===== src/rtl/hdtx_pkg.sv =====
package hdtx_pkg;
  typedef enum logic [1:0] {
    ST_IDLE = 2'd0,
    ST_SEND = 2'd1,
    ST_HOLD = 2'd2
  } tx_state_e;
endpackage


===== src/rtl/hdtx_frame_pack.sv =====
// Builds a character: start bit 0, data LSB first, even parity, stop ones.
module hdtx_frame_pack #(
  parameter int DATA_W  = 8,
  parameter int STOP_W  = 2,
  localparam int FRAME_W = DATA_W + STOP_W + 2
) (
  input  logic [DATA_W-1:0]  data,
  output logic [FRAME_W-1:0] frame
);
  logic par;
  always_comb begin
    par   = ^data;
    frame = {{STOP_W{1'b1}}, par, data, 1'b0};
  end
endmodule


===== src/rtl/hdtx_seq_ctrl.sv =====
// Rising-edge sequencer: accepts bytes, steps bits, reads back released bits.
module hdtx_seq_ctrl
  import hdtx_pkg::*;
#(
  parameter int FRAME_W = 12,
  localparam int CNT_W  = $clog2(FRAME_W)
) (
  input  logic               clk,
  input  logic               rst_n,
  input  logic               tx_valid,
  input  logic [FRAME_W-1:0] frame,
  input  logic               rx_break,
  input  logic               line_in,
  input  logic               driver_on,
  output tx_state_e          state,
  output logic               cur_bit,
  output logic               tx_ready,
  output logic               tx_done,
  output logic               collision
);
  localparam logic [CNT_W-1:0] LAST_IDX = CNT_W'(FRAME_W - 1);

  logic [FRAME_W-1:0] shreg;
  logic [CNT_W-1:0]   idx;
  logic               take;
  logic               clash;

  always_comb begin
    tx_ready = (state == ST_IDLE);
    take     = tx_ready && tx_valid;
    clash    = (state == ST_SEND) && !driver_on && !line_in;
    cur_bit  = shreg[0];
  end

  always_ff @(posedge clk or negedge rst_n) begin
    if (!rst_n) begin
      state     <= ST_IDLE;
      shreg     <= '1;
      idx       <= '0;
      tx_done   <= 1'b0;
      collision <= 1'b0;
    end else begin
      tx_done   <= 1'b0;
      collision <= 1'b0;
      unique case (state)
        ST_IDLE: begin
          if (take) begin
            shreg <= frame;
            idx   <= '0;
            state <= ST_SEND;
          end
        end
        ST_SEND: begin
          if (clash) begin
            collision <= 1'b1;
            shreg     <= '1;
            state     <= ST_HOLD;
          end else if (idx == LAST_IDX) begin
            tx_done <= 1'b1;
            shreg   <= '1;
            state   <= ST_IDLE;
          end else begin
            shreg <= {1'b1, shreg[FRAME_W-1:1]};
            idx   <= idx + 1'b1;
          end
        end
        ST_HOLD: begin
          if (rx_break) state <= ST_IDLE;
        end
        default: state <= ST_IDLE;
      endcase
    end
  end
endmodule


===== src/rtl/hdtx_pad_drive.sv =====
// Falling-edge output stage: drives zeros and the first one of a run only.
module hdtx_pad_drive (
  input  logic clk,
  input  logic rst_n,
  input  logic sending,
  input  logic cur_bit,
  output logic data_out,
  output logic data_oe
);
  always_ff @(negedge clk or negedge rst_n) begin
    if (!rst_n) begin
      data_out <= 1'b1;
      data_oe  <= 1'b0;
    end else if (!sending) begin
      data_out <= 1'b1;
      data_oe  <= 1'b0;
    end else begin
      data_out <= cur_bit;
      data_oe  <= !cur_bit || !data_out;
    end
  end
endmodule


===== src/rtl/hdtx_line_top.sv =====
module hdtx_line_top
  import hdtx_pkg::*;
#(
  parameter int DATA_W = 8,
  parameter int STOP_W = 2,
  localparam int FRAME_W = DATA_W + STOP_W + 2
) (
  input  logic              clk,
  input  logic              rst_n,
  input  logic              tx_valid,
  output logic              tx_ready,
  input  logic [DATA_W-1:0] tx_data,
  output logic              tx_done,
  output logic              collision,
  input  logic              rx_break,
  output logic              data_out,
  output logic              data_oe,
  input  logic              data_in
);
  logic [FRAME_W-1:0] frame;
  tx_state_e          state;
  logic               cur_bit;
  logic               sending;

  hdtx_frame_pack #(.DATA_W(DATA_W), .STOP_W(STOP_W)) u_pack (
    .data (tx_data),
    .frame(frame)
  );

  hdtx_seq_ctrl #(.FRAME_W(FRAME_W)) u_seq (
    .clk      (clk),
    .rst_n    (rst_n),
    .tx_valid (tx_valid),
    .frame    (frame),
    .rx_break (rx_break),
    .line_in  (data_in),
    .driver_on(data_oe),
    .state    (state),
    .cur_bit  (cur_bit),
    .tx_ready (tx_ready),
    .tx_done  (tx_done),
    .collision(collision)
  );

  assign sending = (state == ST_SEND);

  hdtx_pad_drive u_pad (
    .clk     (clk),
    .rst_n   (rst_n),
    .sending (sending),
    .cur_bit (cur_bit),
    .data_out(data_out),
    .data_oe (data_oe)
  );
endmodule


===== config.mk =====
export PLATFORM = sky130hd
export DESIGN_NAME = hdtx_line_top
export DESIGN_NICKNAME = d
export VERILOG_FILES = /design/src/rtl/hdtx_pkg.sv /design/src/rtl/hdtx_frame_pack.sv /design/src/rtl/hdtx_seq_ctrl.sv /design/src/rtl/hdtx_pad_drive.sv /design/src/rtl/hdtx_line_top.sv
export SDC_FILE = /design/constraint.sdc
export NUM_CORES = 1
export LEC_CHECK = 0
export BUFFER_PORTS_ARGS = -buffer_cell sky130_fd_sc_hd__buf_2
export CORE_MARGIN = 5
export CORE_UTILIZATION = 50
export DETAILED_ROUTE_END_ITERATION = 8
export PLACE_DENSITY = 0.81
export SYNTH_ARGS = -nofsm -noshare
export SYNTH_HDL_FRONTEND = slang
export SYNTH_SLANG_ARGS = --single-unit

===== constraint.sdc =====
create_clock -name clk -period 1.8 [get_ports clk]
set_clock_uncertainty 0.1 [all_clocks]
set_input_delay 0.36 -clock clk [delete_from_list [all_inputs] [get_ports clk]]
set_output_delay 0.36 -clock clk [all_outputs]
set_load 0.02 [all_outputs]

==> results of run 1 <==
-- how the worst min path moves through the flow --
| stage | to | cells after the start |
|---|---|---|
| final | u_seq.state[1] | 3 |
| after global routing | u_seq.state[1] | 3 |
| after CTS | u_seq.state[1] | 3 |
| after detailed placement | u_seq.state[1] | 1 |
| after global placement | u_seq.state[1] | 1 |
| after floorplan | u_seq.collision | 0 |
-- cell type report --
class	instances	share of cell area
clock inverters	1	0.00280
repair buffers	30	0.156
inverters	2	0.00559
multi-input cells	73	0.401
well taps	27	0.0252
clock buffers	4	0.0270
flip-flops and latches	20	0.383
-- layer usage --
layer,vias to the layer above,track usage
met3,6,0.0350
li1,410,-
met4,0,0.0521
met5,-,0
met1,406,0.193
met2,19,0.264
-- timing repair --
item                                    CTS  global route
hold endpoints to repair                  2             0
endpoints found under the setup margin   18            20
gates resized for setup                  12             4
pin swaps                                 2             3
hold buffers                              1             0
buffers inserted                          3             2
-- power breakdown --
group          leakage, nW  internal, mW  switching (mW)
clock               0.0263         0.126           0.144
combinational        0.364         0.553           0.563
sequential           0.235         0.728           0.131
-- worst min-delay path, cell delays in order --
cell and delay (ns):
sky130_fd_sc_hd__buf_2 0.08, sky130_fd_sc_hd__nor2_1 0.03, sky130_fd_sc_hd__a21o_1 0.16
-- cell families (layout without fill, tap and decap cells) --
family / Yosys count / after routing / synth area share
buffers and inverters: 8 / 37 / 0.0350
adders and majority gates: 1 / 1 / 0.0121
xor gates and xnor gates: 8 / 8 / 0.0676
and+or+nand+nor: 38 / 38 / 0.212
AOI/OAI and AO/OA: 24 / 24 / 0.158
DFF: 20 / 20 / 0.496
muxes: 2 / 2 / 0.0193
-- cell usage after synthesis --
cell                       instances
sky130_fd_sc_hd__ha_1              1
sky130_fd_sc_hd__or2_0             1
sky130_fd_sc_hd__nor3_2            1
sky130_fd_sc_hd__nand3_1           2
sky130_fd_sc_hd__o21bai_2          1
sky130_fd_sc_hd__mux2i_1           2
sky130_fd_sc_hd__xnor2_1           8
sky130_fd_sc_hd__buf_4             1
sky130_fd_sc_hd__dfrtn_1           1
sky130_fd_sc_hd__o21ai_1           1
sky130_fd_sc_hd__a21o_1            1
sky130_fd_sc_hd__nor2_1            7
sky130_fd_sc_hd__o21ba_2           1
sky130_fd_sc_hd__and2b_1           1
sky130_fd_sc_hd__nor2b_1           1
sky130_fd_sc_hd__nor3_1            2
sky130_fd_sc_hd__nand3b_1         11
sky130_fd_sc_hd__a211o_1           8
sky130_fd_sc_hd__buf_2             1
sky130_fd_sc_hd__dfstp_2          11
sky130_fd_sc_hd__nand2b_1          1
sky130_fd_sc_hd__nand2b_4          1
sky130_fd_sc_hd__clkbuf_2          1
sky130_fd_sc_hd__nor3b_1           1
sky130_fd_sc_hd__clkbuf_1          2
sky130_fd_sc_hd__a21oi_1          11
sky130_fd_sc_hd__o21ai_0           1
sky130_fd_sc_hd__nand2_1           9
sky130_fd_sc_hd__dfrtp_1           8
sky130_fd_sc_hd__inv_1             3
-- per-stage QoR --
stage	hold slack [ns]	setup TNS, ns	worst slack, ns	utilization
after floorplan	-0.0356	-4.40	-0.315	-
after global placement	0.123	-2.97	-0.219	0.607
after detailed placement	0.120	-3.49	-0.269	0.607
after CTS	0.256	-5.82	-0.564	0.666
after global routing	0.235	-7.43	-0.606	0.684
final	0.249	-6.40	-0.564	0.684
-- registers in the layout (all words and copies together) (netlist names) --
signal           flops
u_seq.collision      1
u_pad.data_oe        1
u_pad.data_out       1
u_seq.shreg         10
u_seq.tx_done        1
u_seq.state          2
u_seq.idx            4
==> qor.txt, run 1 <==
Area of the multi-input gates = 538 µm²
Kind of end point of the critical path = primary output
Standard cell with the maximum stage delay on the critical path = sky130_fd_sc_hd__dfstp_2
Most used cells in the layout excluding fill and tap cells = sky130_fd_sc_hd__buf_2 (15), sky130_fd_sc_hd__nand3b_1 (11), sky130_fd_sc_hd__dfstp_2 (11)
CTS Buf Count = 3
Clock tree from TritonCTS = built
Max_cap viols = 0
Failing checks = setup timing
Main area contributors after synthesis = sky130_fd_sc_hd__dfstp_2 (28%), sky130_fd_sc_hd__dfrtp_1 (19%), sky130_fd_sc_hd__nand3b_1 (8.0%)
Worst R2R Setup Slack = -0.42 ns
Full die area = 3090 µm²
Layout fillers = 158
Die extent in x = 55.5 µm
Area share of the largest cell type after synthesis = 0.279
Global-route wire length before repair = 3860 µm
Met3 WL = 112 µm
Floorplan Core Area = 1960 µm²
Die Height = 55.5 µm
Number of distinct standard cells referenced by the synthesized netlist = 30
FF+latch area = 514 µm²
Cell count of the worst reg-to-reg path = 5
Slew headroom = 0.606
Last element of the critical path = data_out
Static leakage power = 0.625 nW
Detailed placement HPWL = 1460 µm
Weighted congestion reported at the end of routability-driven placement = 0.774
Total number of H-tree levels = 1
IO Pins = 18
Reg2Reg Capture Point = u_seq.idx[1]
CP Buf/Inv Count = 1
Routed wire length = 2310 µm
Clock input transition at the sequential cells of the worst setup and hold paths = 0.11 ns
Outcome = finished, violations left
RSZ-0062 raised after global routing = yes
Maximum vdd drop = 1.07 mV
Critical Path, Cell by Cell = buf_6
Synth warn = 0
Detailed-route via count = 841
Least setup slack across all paths after layout = -0.564 ns
Layout Cell Area excl Fill = 1340 µm²
Root Driver = sky130_fd_sc_hd__clkbuf_4
Crit-path max FO = 2
Wire length on met2 = 1130 µm
Type of the most critical hold path = primary input to register
Total Routing Usage GR = 0.155
Pin count of the biggest net entering global routing = 20
Net count of the mapped netlist = 115
Kind of critical path = register to primary output
Top layer reached by signal wires = met4
Post-layout power = 2.25 mW
Count of placed standard cells in the final layout, fillers left out = 157
IO Port Bufs = 17
Antenna Nets Post-Route = 0
Routed length on met1 = 1020 µm
Number of DRC markers after the initial detailed-route iteration = 10
Starting density of the core = 0.529
Start point of the critical path = u_pad.data_out
Number of cells on the critical path = 1
Number of global-route vias before repair = 860
Number of antenna violations at the first check in global routing = 0
RR Startpoint = u_pad.data_oe
Num Clock Sinks = 20
Area of the mapped netlist = 1040 µm²
Sequential area share after synthesis = 0.496
Antenna cells = 0
Final setup fails = 19
Initial DRT Pass Iterations = 5
Placed Instance Area = 1190 µm²
DRC Markers = 0
Clock Latency Late Sink = 0.36 ns
Flop and latch count out of synthesis = 20
Arrival time of data at the critical path endpoint = 1.90 ns
Area growth from synthesis to final layout = 29.4%
Number of cells after detailed placement = 147
Syn avg cell area = 10.3 µm²
Biggest area consumer among synthesized cells = sky130_fd_sc_hd__dfstp_2
Final Max Slew Viols = 0
Most common library cell in the layout ignoring fill and taps = sky130_fd_sc_hd__buf_2
Required @ worst endpoint = 1.34 ns
Highest cell delay on the worst timing path = 0.53 ns
Fraction of final layout cells with drive strength greater than 1 = 0.408
PD cells = 1670 nW/µm²
Grt ovf = 0
Row count = 16
Average routed wire per standard cell = 14.7 µm
CP startpoint kind = register
Slew @ Worst Pin = 0.590 ns
HP Start = rx_break
Largest delay share family, worst path = flip-flops
Final hold viol count = 0
Maximum buffer depth of the clock tree = 2
Post-synthesis cell count = 101
Avg Vias per Cell = 5.36
Number of nets in the layout = 145
(Power assumes the default switching activity.)
==> run 2, diff against run 1 <==
==> constraint.sdc (replaced) <==
create_clock -name clk -period 1.8 [get_ports clk]
set_clock_uncertainty 0.1 [all_clocks]
set_input_delay 0.36 -clock clk [delete_from_list [all_inputs] [get_ports clk]]
set_output_delay 0.36 -clock clk [all_outputs]
set_load 0.005 [all_outputs]
==> run 2 against run 1 <==
Effect of this change: the flow still finishes with violations (setup timing); global-route usage grew 0.23 points; register-to-register slack improved by 0.04 ns; design area is 0.75% lower; die area stayed put; via count down 4.0%; combinational power down 8%; worst hold slack better by 0.0013 ns; core utilization shrank 0.51 points.
==> qor.txt, run 2 (synthesized netlist as in run 1, its figures left out) <==
Standard cell with the maximum stage delay on the critical path = sky130_fd_sc_hd__dfstp_2
Starting density of the core = 0.529
Failing checks = setup timing
Area growth from synthesis to final layout = 28.5%
Pin count of the biggest net entering global routing = 20
Final hold viol count = 0
Type of the most critical hold path = primary input to register
Most used cells in the layout excluding fill and tap cells = sky130_fd_sc_hd__buf_2 (16), sky130_fd_sc_hd__nand3b_1 (11), sky130_fd_sc_hd__dfstp_2 (11)
Max_cap viols = 0
Clock input transition at the sequential cells of the worst setup and hold paths = 0.11 ns
CP Buf/Inv Count = 1
Total Routing Usage GR = 0.157
Critical Path, Cell by Cell = buf_6
Fraction of final layout cells with drive strength greater than 1 = 0.403
IO Pins = 18
Number of nets in the layout = 144
FF+latch area = 514 µm²
Post-layout power = 2.15 mW
Number of antenna violations at the first check in global routing = 0
Maximum buffer depth of the clock tree = 2
Grt ovf = 0
RR Startpoint = u_pad.data_oe
Number of DRC markers after the initial detailed-route iteration = 6
Number of global-route vias before repair = 872
Highest cell delay on the worst timing path = 0.53 ns
Clock tree from TritonCTS = built
Crit-path max FO = 2
IO Port Bufs = 17
Initial DRT Pass Iterations = 4
Worst hold slack = 0.250 ns
Clock Latency Late Sink = 0.35 ns
Most common library cell in the layout ignoring fill and taps = sky130_fd_sc_hd__buf_2
Final setup fails = 19
Layout Cell Area excl Fill = 1330 µm²
Slew @ Worst Pin = 0.548 ns
DRC Markers = 0
Global-route wire length before repair = 3900 µm
Biggest regs = u_seq.shreg x10, u_seq.idx x4, u_seq.state x2
Slew headroom = 0.635
Row count = 16
Antenna Nets Post-Route = 0
CP startpoint kind = register
Avg Vias per Cell = 5.17
Required @ worst endpoint = 1.34 ns
Static leakage power = 0.621 nW
Area of the multi-input gates = 538 µm²
Detailed placement HPWL = 1430 µm
Antenna cells = 0
Outcome = finished, violations left
PD cells = 1620 nW/µm²
HP Start = rx_break
Final Max Slew Viols = 0
Pre-CTS setup slack = -0.242 ns
Average routed wire per standard cell = 13.9 µm
Total number of H-tree levels = 1
Root Driver = sky130_fd_sc_hd__clkbuf_4
Floorplan Core Area = 1960 µm²
Full die area = 3090 µm²
Arrival time of data at the critical path endpoint = 1.87 ns
Number of flip-flops under the largest register name = 10
Register with the most flip-flops = u_seq.shreg
Maximum vdd drop = 1.23 mV
Placed Instance Area = 1190 µm²
CTS Buf Count = 3
Detailed-route via count = 807
RSZ-0062 raised after global routing = yes
Start point of the critical path = u_pad.data_out
Kind of critical path = register to primary output
TNS Setup = -5.66 ns
Kind of end point of the critical path = primary output
Weighted congestion reported at the end of routability-driven placement = 0.773
Largest delay share family, worst path = flip-flops
Least setup slack across all paths after layout = -0.533 ns
Die Height = 55.5 µm
Routed wire length = 2180 µm
Layout fillers = 163
Die extent in x = 55.5 µm
Num Clock Sinks = 20
-- run 2: cell types whose count changed in the layout (fill, tap and decap cells not counted) --
| cell | delta |
|---|---|
| sky130_fd_sc_hd__buf_4 | -2 |
| sky130_fd_sc_hd__buf_2 | +1 |
-- run 2: final timing paths --
check                      cells after the start  slack, ns              to
max                                            1      -0.53        data_out
min                                            3       0.25  u_seq.state[1]
max reg2reg                                    5      -0.38    u_seq.idx[0]
min reg2reg                                    1       0.35   u_pad.data_oe
max in group asynchronous                      2       0.16  u_pad.data_out
min in group asynchronous                      2       0.33  u_seq.state[1]
-- run 2: through the flow --
| step | cells | util |
|---|---|---|
| 3_5_place_dp | 147 | 0.607 |
| 6_report | 156 | 0.679 |
| 5_1_grt | 156 | 0.679 |
| 3_3_place_gp | 147 | 0.607 |
| 4_1_cts | 155 | 0.664 |
| 2_1_floorplan | 101 | - |
-- run 2: worst register-to-register path, stage by stage, from the launching register on --
cell and delay [ns]:
sky130_fd_sc_hd__dfrtn_1 0.43, sky130_fd_sc_hd__buf_6 0.12, sky130_fd_sc_hd__nor2_4 0.04, sky130_fd_sc_hd__nand3b_1 0.20, sky130_fd_sc_hd__buf_4 0.19, sky130_fd_sc_hd__mux2i_1 0.12
-- run 2: metal layers --
layer  global-route usage  wire, µm  vias to the layer above
li1                     -         -                      406
met1                0.192      1010                      381
met2                0.252      1010                       16
met3               0.0466       125                        4
met4               0.0764        32                        0
met5                    0         0                        -
-- run 2: timing repair --
action,in CTS,in global routing
resized for setup,11,4
endpoints found under the hold margin,2,0
hold buffers,1,0
pin swaps,0,2
buffers inserted,3,1
endpoints found under the setup margin,18,19
-- run 2: power breakdown --
group	internal (mW)	switching (mW)	leakage (nW)
registers	0.728	0.124	0.235
logic	0.527	0.508	0.359
clock network	0.126	0.140	0.0263
-- run 2: cell type report --
| cell class | count | share of cell area |
|---|---|---|
| Multi-Input combinational cell | 73 | 0.404 |
| Sequential cell | 20 | 0.386 |
| Timing Repair Buffer | 29 | 0.149 |
| Clock buffer | 4 | 0.0272 |
| Tap cell | 27 | 0.0254 |
| Inverter | 2 | 0.00563 |
| Clock inverter | 1 | 0.00282 |
